==> config.mk <==
export PLATFORM = sky130hd
export DESIGN_NAME = fp_csr_unit
export DESIGN_NICKNAME = d
export VERILOG_FILES = /design/src/rtl/fpcsr_pkg.sv /design/src/rtl/fpcsr_event_map.sv /design/src/rtl/fpcsr_reg.sv /design/src/rtl/fp_csr_unit.sv
export SDC_FILE = /design/constraint.sdc
export NUM_CORES = 1
export LEC_CHECK = 0
export BUFFER_PORTS_ARGS = -buffer_cell sky130_fd_sc_hd__buf_2
export CAP_MARGIN = 5
export CELL_PAD_IN_SITES_DETAIL_PLACEMENT = 0
export CELL_PAD_IN_SITES_GLOBAL_PLACEMENT = 2
export CORE_ASPECT_RATIO = 0.9
export CORE_MARGIN = 4
export CORE_UTILIZATION = 21
export CTS_CLUSTER_SIZE = 28
export DETAILED_ROUTE_END_ITERATION = 10
export PLACE_DENSITY = 0.94
export SLEW_MARGIN = 20
export SYNTH_ARGS = -nofsm -noshare
export SYNTH_HDL_FRONTEND = slang
export SYNTH_SLANG_ARGS = --single-unit
==> constraint.sdc <==
create_clock -name clk -period 2.4 [get_ports clk]
set_input_delay 0.12 -clock clk [delete_from_list [all_inputs] [get_ports clk]]
set_output_delay 0.12 -clock clk [all_outputs]
set_load 0.005 [all_outputs]
==> src/rtl/fpcsr_pkg.sv <==
package fpcsr_pkg;

    localparam int CSR_W     = 32;
    localparam int NEXC      = 5;
    localparam int FLAG_LO   = 2;
    localparam int EN_LO     = FLAG_LO + NEXC;
    localparam int CAUSE_LO  = EN_LO + NEXC;
    localparam int UNIMP_BIT = CAUSE_LO + NEXC;
    localparam int COND_POS  = 23;

    localparam logic [CSR_W-1:0] WR_MASK =
        (CSR_W'(1) << COND_POS) |
        (((CSR_W'(1) << (UNIMP_BIT + 1)) - 1));

    typedef enum logic [1:0] {
        RND_NEAREST = 2'd0,
        RND_ZERO    = 2'd1,
        RND_PLUS    = 2'd2,
        RND_MINUS   = 2'd3
    } rnd_e;

    typedef enum logic [1:0] {
        OPC_ARITH = 2'd0,
        OPC_CMP   = 2'd1,
        OPC_XFER  = 2'd2,
        OPC_XFER2 = 2'd3
    } opc_e;

    typedef struct packed {
        logic unimpl;
        logic invalid;
        logic divzero;
        logic overflow;
        logic tiny;
        logic inexact;
    } raw_ev_t;

    typedef struct packed {
        logic v;
        logic z;
        logic o;
        logic u;
        logic i;
    } exc5_t;

    function automatic exc5_t resolve_exc(raw_ev_t ev, exc5_t en);
        exc5_t r;
        r.v = ev.invalid;
        r.z = ev.divzero;
        r.o = ev.overflow;
        r.u = en.u ? ev.tiny : (ev.tiny & ev.inexact);
        r.i = ev.inexact | (ev.overflow & ~en.o);
        return r;
    endfunction

    function automatic logic is_arith_or_cmp(opc_e c);
        return (c == OPC_ARITH) || (c == OPC_CMP);
    endfunction

endpackage

==> src/rtl/fpcsr_event_map.sv <==
module fpcsr_event_map
    import fpcsr_pkg::*;
(
    input  raw_ev_t ev,
    input  exc5_t   enables,
    output exc5_t   resolved,
    output logic    op_trap
);

    always_comb begin
        resolved = resolve_exc(ev, enables);
        op_trap  = ev.unimpl | (|(resolved & enables));
    end

endmodule

==> src/rtl/fpcsr_reg.sv <==
module fpcsr_reg
    import fpcsr_pkg::*;
(
    input  logic             clk,
    input  logic             rst,
    input  logic             wr_en,
    input  logic [CSR_W-1:0] wr_data,
    input  logic             cause_upd,
    input  logic             unimpl,
    input  exc5_t            resolved,
    input  logic             cmp_upd,
    input  logic             cmp_val,
    output logic [CSR_W-1:0] csr
);

    logic [CSR_W-1:0] csr_q;
    logic [CSR_W-1:0] csr_d;

    always_comb begin
        csr_d = csr_q;
        if (wr_en) begin
            csr_d = wr_data & WR_MASK;
        end else begin
            if (cause_upd) begin
                csr_d[UNIMP_BIT:CAUSE_LO]            = {unimpl, resolved};
                csr_d[FLAG_LO+NEXC-1:FLAG_LO]        = csr_q[FLAG_LO+NEXC-1:FLAG_LO] | resolved;
            end
            if (cmp_upd) begin
                csr_d[COND_POS] = cmp_val;
            end
        end
    end

    always_ff @(posedge clk) begin
        if (rst) csr_q <= '0;
        else     csr_q <= csr_d;
    end

    assign csr = csr_q;

endmodule

==> src/rtl/fp_csr_unit.sv <==
module fp_csr_unit
    import fpcsr_pkg::*;
(
    input  logic        clk,
    input  logic        rst,
    input  logic        wr_en,
    input  logic [31:0] wr_data,
    input  logic        op_done,
    input  logic [1:0]  op_class,
    input  logic        ev_unimpl,
    input  logic        ev_invalid,
    input  logic        ev_divzero,
    input  logic        ev_overflow,
    input  logic        ev_tiny,
    input  logic        ev_inexact,
    input  logic        cmp_true,
    output logic [1:0]  round_mode,
    output logic        trap_req,
    output logic        dest_wr_en,
    output logic        cond_bit,
    output logic [31:0] csr_out
);

    raw_ev_t          ev;
    exc5_t            en_cur;
    exc5_t            resolved;
    logic             op_trap;
    logic             exc_op;
    logic             wr_trap;
    logic [CSR_W-1:0] csr;
    opc_e             cls;
    logic             trap_q;
    logic             wen_q;

    assign cls    = opc_e'(op_class);
    assign ev     = '{unimpl: ev_unimpl, invalid: ev_invalid, divzero: ev_divzero,
                      overflow: ev_overflow, tiny: ev_tiny, inexact: ev_inexact};
    assign en_cur = exc5_t'(csr[EN_LO+NEXC-1:EN_LO]);
    assign exc_op = op_done & is_arith_or_cmp(cls);

    fpcsr_event_map u_map (
        .ev       (ev),
        .enables  (en_cur),
        .resolved (resolved),
        .op_trap  (op_trap)
    );

    fpcsr_reg u_reg (
        .clk       (clk),
        .rst       (rst),
        .wr_en     (wr_en),
        .wr_data   (wr_data),
        .cause_upd (exc_op),
        .unimpl    (ev_unimpl),
        .resolved  (resolved),
        .cmp_upd   (op_done && cls == OPC_CMP),
        .cmp_val   (cmp_true),
        .csr       (csr)
    );

    assign wr_trap = wr_en &
        (|(wr_data[CAUSE_LO+NEXC-1:CAUSE_LO] & wr_data[EN_LO+NEXC-1:EN_LO]));

    always_ff @(posedge clk) begin
        if (rst) begin
            trap_q <= 1'b0;
            wen_q  <= 1'b0;
        end else begin
            trap_q <= (exc_op & op_trap) | wr_trap;
            wen_q  <= op_done & ((cls == OPC_ARITH) ? ~op_trap : (cls != OPC_CMP));
        end
    end

    assign trap_req   = trap_q;
    assign dest_wr_en = wen_q & ~trap_q;
    assign round_mode = csr[1:0];
    assign cond_bit   = csr[COND_POS];
    assign csr_out    = csr;

endmodule

==> qor.yml, run 1 <==
power:
  static-leakage-power_nw: 0.680
  p_comb_share_pct: 18.0
  p_per_area_nw_per_um2: 563
  seq_power_share_pct: 51.5
  p_clk_share_pct: 30.5
  p_int_w: 0.000555
  p_sw_w: 0.000194
  peakVddDrop_mv: 0.266
  switching_share_pct: 25.9
global_route:
  grt_max_degree: 32
  antenna_found_initial: 0
  grt_pass1_vias: 843
  grt_first_pass_wirelength_um: 4170
  grt_usage_pct: 9.21
  grt_overflow: 0
floorplan:
  rows: 23
  die_area_um2: 6110
  fp.dieW_um: 81.9
  io_pins: 82
  start_util_pct: 22.4
  core_um2: 4600
  dieHeight_um: 74.6
clock_network:
  insertion_delay_ns: 0.25
  clk_pin_slew_ns: 0.08
  root_buffer: "clkbuf_8"
  cts_hold_buf: 0
  cts_buffers: 3
  cts_setup_buffers: 0
  clock_sinks: 21
  cts.htree.levels: 1
  cts_buffer_depth: 2
  ctsResizeCount: 0
  cts_tree: "built"
detailed_routing:
  wl_per_cell_um: 12.5
  drtPass1Iterations: 4
  wirelength_um: 2920
  postRouteAntennaNets: 0
  viasPerCell: 4.07
  first_iter_violations: 22
  drc: 0
  vias: 952
synth:
  yosysWarnings: 0
  synth-xor-area-share_pct: 0
  syn_area_um2: 1030
  synth_mux_area_share_pct: 6.78
  synth.avg_cell_area_um2: 8.40
  synth-simple-area-share_pct: 14.6
  synthAdderAreaFrac_pct: 0
  postSynthCellCount: 123
  yosysUniqueCellTypes: 26
  synth_top_family_by_area: "compound AO/OA/AOI/OAI gates"
  ys_seq_area_share_pct: 40.7
  synth-compound-area-share_pct: 20.5
  synth-seq-cells: 21
final_layout:
  layout_common_cells: "buf_2, dfxtp_1, nand2_1"
  area_growth_pct: 28.7
  layout.nets: 218
  fillers: 522
  diodes: 0
  final_common_cell: "buf_2"
  layout-drive-gt1-share_pct: 34.9
place:
  gp_congestion: 0.653
  io_buffers: 55
  dp_slack_ns: 1.19
  dp_hpwl_um: 2270
critical_path:
  worstPathMaxFanout: 4
  worstSetupPathType: "reg -> reg"
  rr_worst_depth: 3
  crit_family: "compound AO/OA/AOI/OAI gates"
  worstSetupEndpointType: "flop"
  cp_num_buf_inv: 0
  crit_cells: 3
  cpPeakStageDelay_ns: 0.41
  regToRegSetupSlack_ns: 1.19
  required_ns: 2.55
  crit_chain: "a222oi_1, a31oi_1, o21ba_2"
  cpMaxStageDelayCell: "a222oi_1"
  crit_arrival_ns: 1.37
  cp-start-kind: "flop"
timing:
  fmax_mhz: 826
  min_period_over_period_pct: 50.5
  relSlewSlack_pct: 59.2
  setup_slack_ns: 1.19
  fin_worst_skew_ns: 0.00129
  rsz0062_at_grt: "false"
  fin_setup_tns_ns: 0
  drv_slew: 0
  hold_viol: 0
  max_slew.worst_pin.slew_ns: 0.612
  finalCriticalPeriod_ns: 1.21
  finalSetupViolCount: 0
job:
  maxCapViolations: 0
min_path:
  hp-class: "in -> reg"
  hold_depth: 3
run_status:
  status: "finished clean"
[area by class of cell]
cell class	count	area [um2]	share of cell area, %
Clock buffer	4	45.0	3.39
Inverter	8	30.0	2.26
Multi-Input combinational cell	84	482	36.2
Sequential cell	21	420	31.6
Tap cell	62	77.6	5.83
Timing Repair Buffer	55	275	20.7
[synth_stat cells]
library cell	n	area, um2
o21ai_1	2	10.0
nor2_1	13	48.8
a41oi_1	1	8.76
nor2b_1	3	18.8
a21oi_1	6	30.0
nand2b_1	1	6.26
a22oi_1	1	7.51
buf_4	16	120
o21ai_0	1	5.00
a21boi_0	2	15.0
nor3b_1	1	7.51
buf_2	3	15.0
a311oi_1	1	8.76
a21o_1	5	37.5
conb_1	1	3.75
a31oi_1	1	6.26
a221oi_1	6	52.6
nor3_1	1	5.00
mux2i_1	7	70.1
nor2b_2	1	8.76
o21ba_2	1	10.0
dfxtp_1	21	420
a222oi_1	2	20.0
clkbuf_1	3	11.3
inv_1	8	30.0
nand2_1	15	56.3
[sequential cells by signal (all words and copies together), names as in the netlist]
name,cells
u_reg.csr,19
trap_req,1
wen_q,1
[kinds of logic (layout without fill, tap and decap cells)]
kind of cell / after synthesis / after routing
compound gates: 29 / 29
simple gates: 35 / 35
other cells: 1 / 13
mux: 7 / 7
buf+inv: 30 / 67
flops: 21 / 21
[power by group through the flow]
| stage | clock, W | sequential, W | combinational (W) |
|---|---|---|---|
| finish | 0.000229 | 0.000385 | 0.000135 |
| global route | 0.000261 | 0.000389 | 0.000152 |
| CTS | 0.000244 | 0.000386 | 0.000137 |
| detailed placement | 0 | 0.000394 | 0.000136 |
| global placement | 0 | 0.000393 | 0.000135 |
| floorplan | 0 | 0.000394 | 0.0000860 |
[tightest hold or removal path, stage by stage]
cell,delay [ns]
buf_2,0.07
mux2i_1,0.05
nor2_1,0.07
[final timing paths]
check                                               start                        end
worst min-delay path                           wr_data[1]  u_reg.csr[1]$_SDFFE_PP0P_
worst min register to register  u_reg.csr[3]$_SDFFE_PP0P_  u_reg.csr[3]$_SDFFE_PP0P_
worst max-delay path            u_reg.csr[9]$_SDFFE_PP0P_        trap_req$_SDFF_PP0_
worst max register to register  u_reg.csr[9]$_SDFFE_PP0P_        trap_req$_SDFF_PP0_
[per-layer routing]
metal	vias to the layer above	GRT usage, %	wire length [um]
met4	0	0.554	0
met1	426	12.4	1310
met5	-	0	0
met3	0	4.12	295
met2	39	14.3	1310
li1	487	-	-
[metrics by stage]
step | area [um2] | utilization (%) | power, W | cells | hold WS, ns
after global placement | 1280 | 27.9 | 0.000529 | 230 | 0.353
after detailed placement | 1280 | 27.9 | 0.000530 | 230 | 0.375
after global routing | 1330 | 28.9 | 0.000802 | 234 | 0.101
after CTS | 1330 | 28.9 | 0.000767 | 234 | 0.0893
final | 1330 | 28.9 | 0.000749 | 234 | 0.100
after floorplan | 1080 | - | 0.000480 | 135 | 0.265
No activity file was read; power rests on OpenSTA's default activity.
==> inputs of run 2 (changes only) <==
- CORE_UTILIZATION: 21 -> 17
- PLACE_DENSITY: 0.94 -> 0.82
- clock period: 2.4 -> 1.1 ns (I/O delays scaled with it)
==> qor.yml, run 2 (synthesis gave the netlist of run 1 again) <==
power:
  p_per_area_nw_per_um2: 1180  # +110%
  p_int_w: 0.00124  # +120%
  seq_power_share_pct: 49.1  # -2.4 points
  static-leakage-power_nw: 0.744  # +9.5%
  switching_share_pct: 27.5  # +1.6 points
  p_clk_share_pct: 30.7  # +0.2 points
  p_sw_w: 0.000469  # +140%
  peakVddDrop_mv: 0.293  # +10%
  p_comb_share_pct: 20.2  # +2.2 points
clock_network:
  root_buffer: "clkbuf_8"
  cts_setup_buffers: 0  # unchanged
  clock_sinks: 21  # unchanged
  clk_pin_slew_ns: 0.08  # about the same
  cts_tree: "built"
  cts_buffers: 3  # unchanged
  insertion_delay_ns: 0.26  # about the same
  cts.htree.levels: 1  # unchanged
  cts_hold_buf: 0  # unchanged
  cts_buffer_depth: 2  # unchanged
job:
  maxCapViolations: 0  # unchanged
critical_path:
  cpMaxStageDelayCell: "a222oi_1"
  crit_chain: "a222oi_1, a41oi_1, nor3b_1"
  required_ns: 1.29  # -1.26 ns
  regToRegSetupSlack_ns: -0.05  # -1.24 ns
  worstSetupPathType: "reg -> reg"
  r2r_start: "u_reg.csr[8]$_SDFFE_PP0P_"
  worstSetupEndpointType: "flop"
  r2r-end: "wen_q$_SDFF_PP0_"
  cp-start-kind: "flop"
  worstPathMaxFanout: 2  # -2
  rr_worst_depth: 3  # unchanged
  cpPeakStageDelay_ns: 0.39  # -0.02 ns
  crit_arrival_ns: 1.34  # -0.03 ns
  cp-startpoint: "u_reg.csr[8]$_SDFFE_PP0P_"
timing:
  drv_slew: 0  # unchanged
  fmax_mhz: 867  # +5.1%
  fin_worst_skew_ns: 0.00382  # +0.00253 ns
  setup_slack_ns: -0.0530  # -1.24 ns
  hold_ws_ns: 0.0239  # -0.0762 ns
  rsz0062_at_grt: "true"
  hold_viol: 0  # unchanged
  min_period_over_period_pct: 105  # +54 points
  finalCriticalPeriod_ns: 1.15  # -0.0584 ns
  finalSetupViolCount: 2  # +2
global_route:
  antenna_found_initial: 0  # unchanged
  grt_pass1_vias: 1000  # +19%
  grt_usage_pct: 8.48  # -0.73 points
  grt_first_pass_wirelength_um: 5000  # +20%
  grt_max_degree: 15  # -53%
  grt_overflow: 0  # unchanged
floorplan:
  start_util_pct: 17.8  # -4.6 points
  io_pins: 82  # unchanged
  dieHeight_um: 82.0  # +10%
  die_area_um2: 7390  # +21%
  fp.dieW_um: 90.2  # +10%
  rows: 26  # +13%
  core_um2: 5790  # +26%
final_layout:
  fillers: 670  # +28%
  area_growth_pct: 40.2
  layout_common_cells: "buf_2, dfxtp_1, nand2_1"
  layout.nets: 228  # +4.6%
  diodes: 0  # unchanged
  fin_cells: 252  # +7.7%
  final_common_cell: "buf_2"
  multi_input_area_um2: 502  # +4.2%
  ff_latch_area_um2: 420  # unchanged
  largest_reg_flops: 19  # unchanged
  layout-drive-gt1-share_pct: 41.2  # +6.3 points
detailed_routing:
  first_iter_violations: 51  # +130%
  postRouteAntennaNets: 0  # unchanged
  drtPass1Iterations: 4  # unchanged
  vias: 1003  # +5.4%
  wl_per_cell_um: 12.8  # +2.9%
  viasPerCell: 3.98  # -2.2%
  wirelength_um: 3230  # +11%
  drc: 0  # unchanged
run_status:
  status: "finished with violations"
  violations: "negative setup slack"
min_path:
  whs_endpoint: "u_reg.csr[1]$_SDFFE_PP0P_"
  hp-class: "in -> reg"
  hp-start: "wr_data[1]"
  hold_depth: 3  # unchanged
place:
  io_buffers: 55  # unchanged
  dp_hpwl_um: 2680  # +18%
  gp_congestion: 0.752  # +15%
  dp_cells: 248  # +7.8%
==> run 2: cell count changes in the layout (fill, tap and decap cells not counted) <==
cell,change
nor2b_1,-1
nor2_1,-1
a221oi_2,+1
buf_12,+1
clkinv_2,+1
buf_4,+9
nor2_2,+1
a221oi_1,-1
clkbuf_1,-1
nor2b_4,+1
o21ai_2,+1
o21ai_1,-1
==> run 2: worst max path at each step <==
stage                          endpoint  slack, ns
floorplan           trap_req$_SDFF_PP0_      0.008
global placement       wen_q$_SDFF_PP0_      -0.04
detailed placement     wen_q$_SDFF_PP0_      -0.05
CTS                    wen_q$_SDFF_PP0_      -0.07
global route           wen_q$_SDFF_PP0_      -0.20
finish                 wen_q$_SDFF_PP0_      -0.05
==> run 2: metal layers <==
metal | up-vias | global-route usage, % | share of wire [%]
met5 | - | 0 | 0
met4 | 0 | 1.22 | 0.40
met3 | 2 | 4.30 | 10
met2 | 46 | 13.9 | 46
met1 | 447 | 10.2 | 43
li1 | 508 | - | -
==> run 2: critical path: cells and delay by family, from the launching register on <==
family,cells,cell delay (ns)
AOI/OAI and AO/OA,2,0.56
DFF,1,0.32
and+or+nand+nor,1,0.20
==> run 2: power groups by stage <==
stage	logic (W)	registers [W]	clock network, W
final	0.000345	0.000838	0.000524
after global routing	0.000389	0.000845	0.000584
after CTS	0.000342	0.000839	0.000551
after detailed placement	0.000341	0.000856	0
after global placement	0.000337	0.000856	0
after floorplan	0.000188	0.000860	0
==> run 2: layout make-up <==
type | instances | area share [%]
well taps | 70 | 6.04
clock buffers | 3 | 2.85
inverters | 8 | 2.07
clock inverters | 1 | 0.345
repair buffers | 65 | 25.0
flip-flops and latches | 21 | 29.0
multi-input cells | 84 | 34.6
==> run 2: timing repair <==
action | in CTS | in global routing
endpoints found under the setup margin | 2 | 6
pin swaps | 1 | 1
gates resized for setup | 0 | 5
==> run 2: metrics by stage <==
stage	cell area [um2]	utilization [%]	setup TNS, ns	power [W]	setup WS [ns]
floorplan	1080	-	0	0.00105	0.00828
global placement	1380	23.9	-0.0678	0.00119	-0.0397
detailed placement	1380	23.9	-0.0973	0.00120	-0.0526
CTS	1430	24.7	-0.131	0.00173	-0.0688
global route	1450	25.0	-0.394	0.00182	-0.199
finish	1450	25.0	-0.0973	0.00171	-0.0530
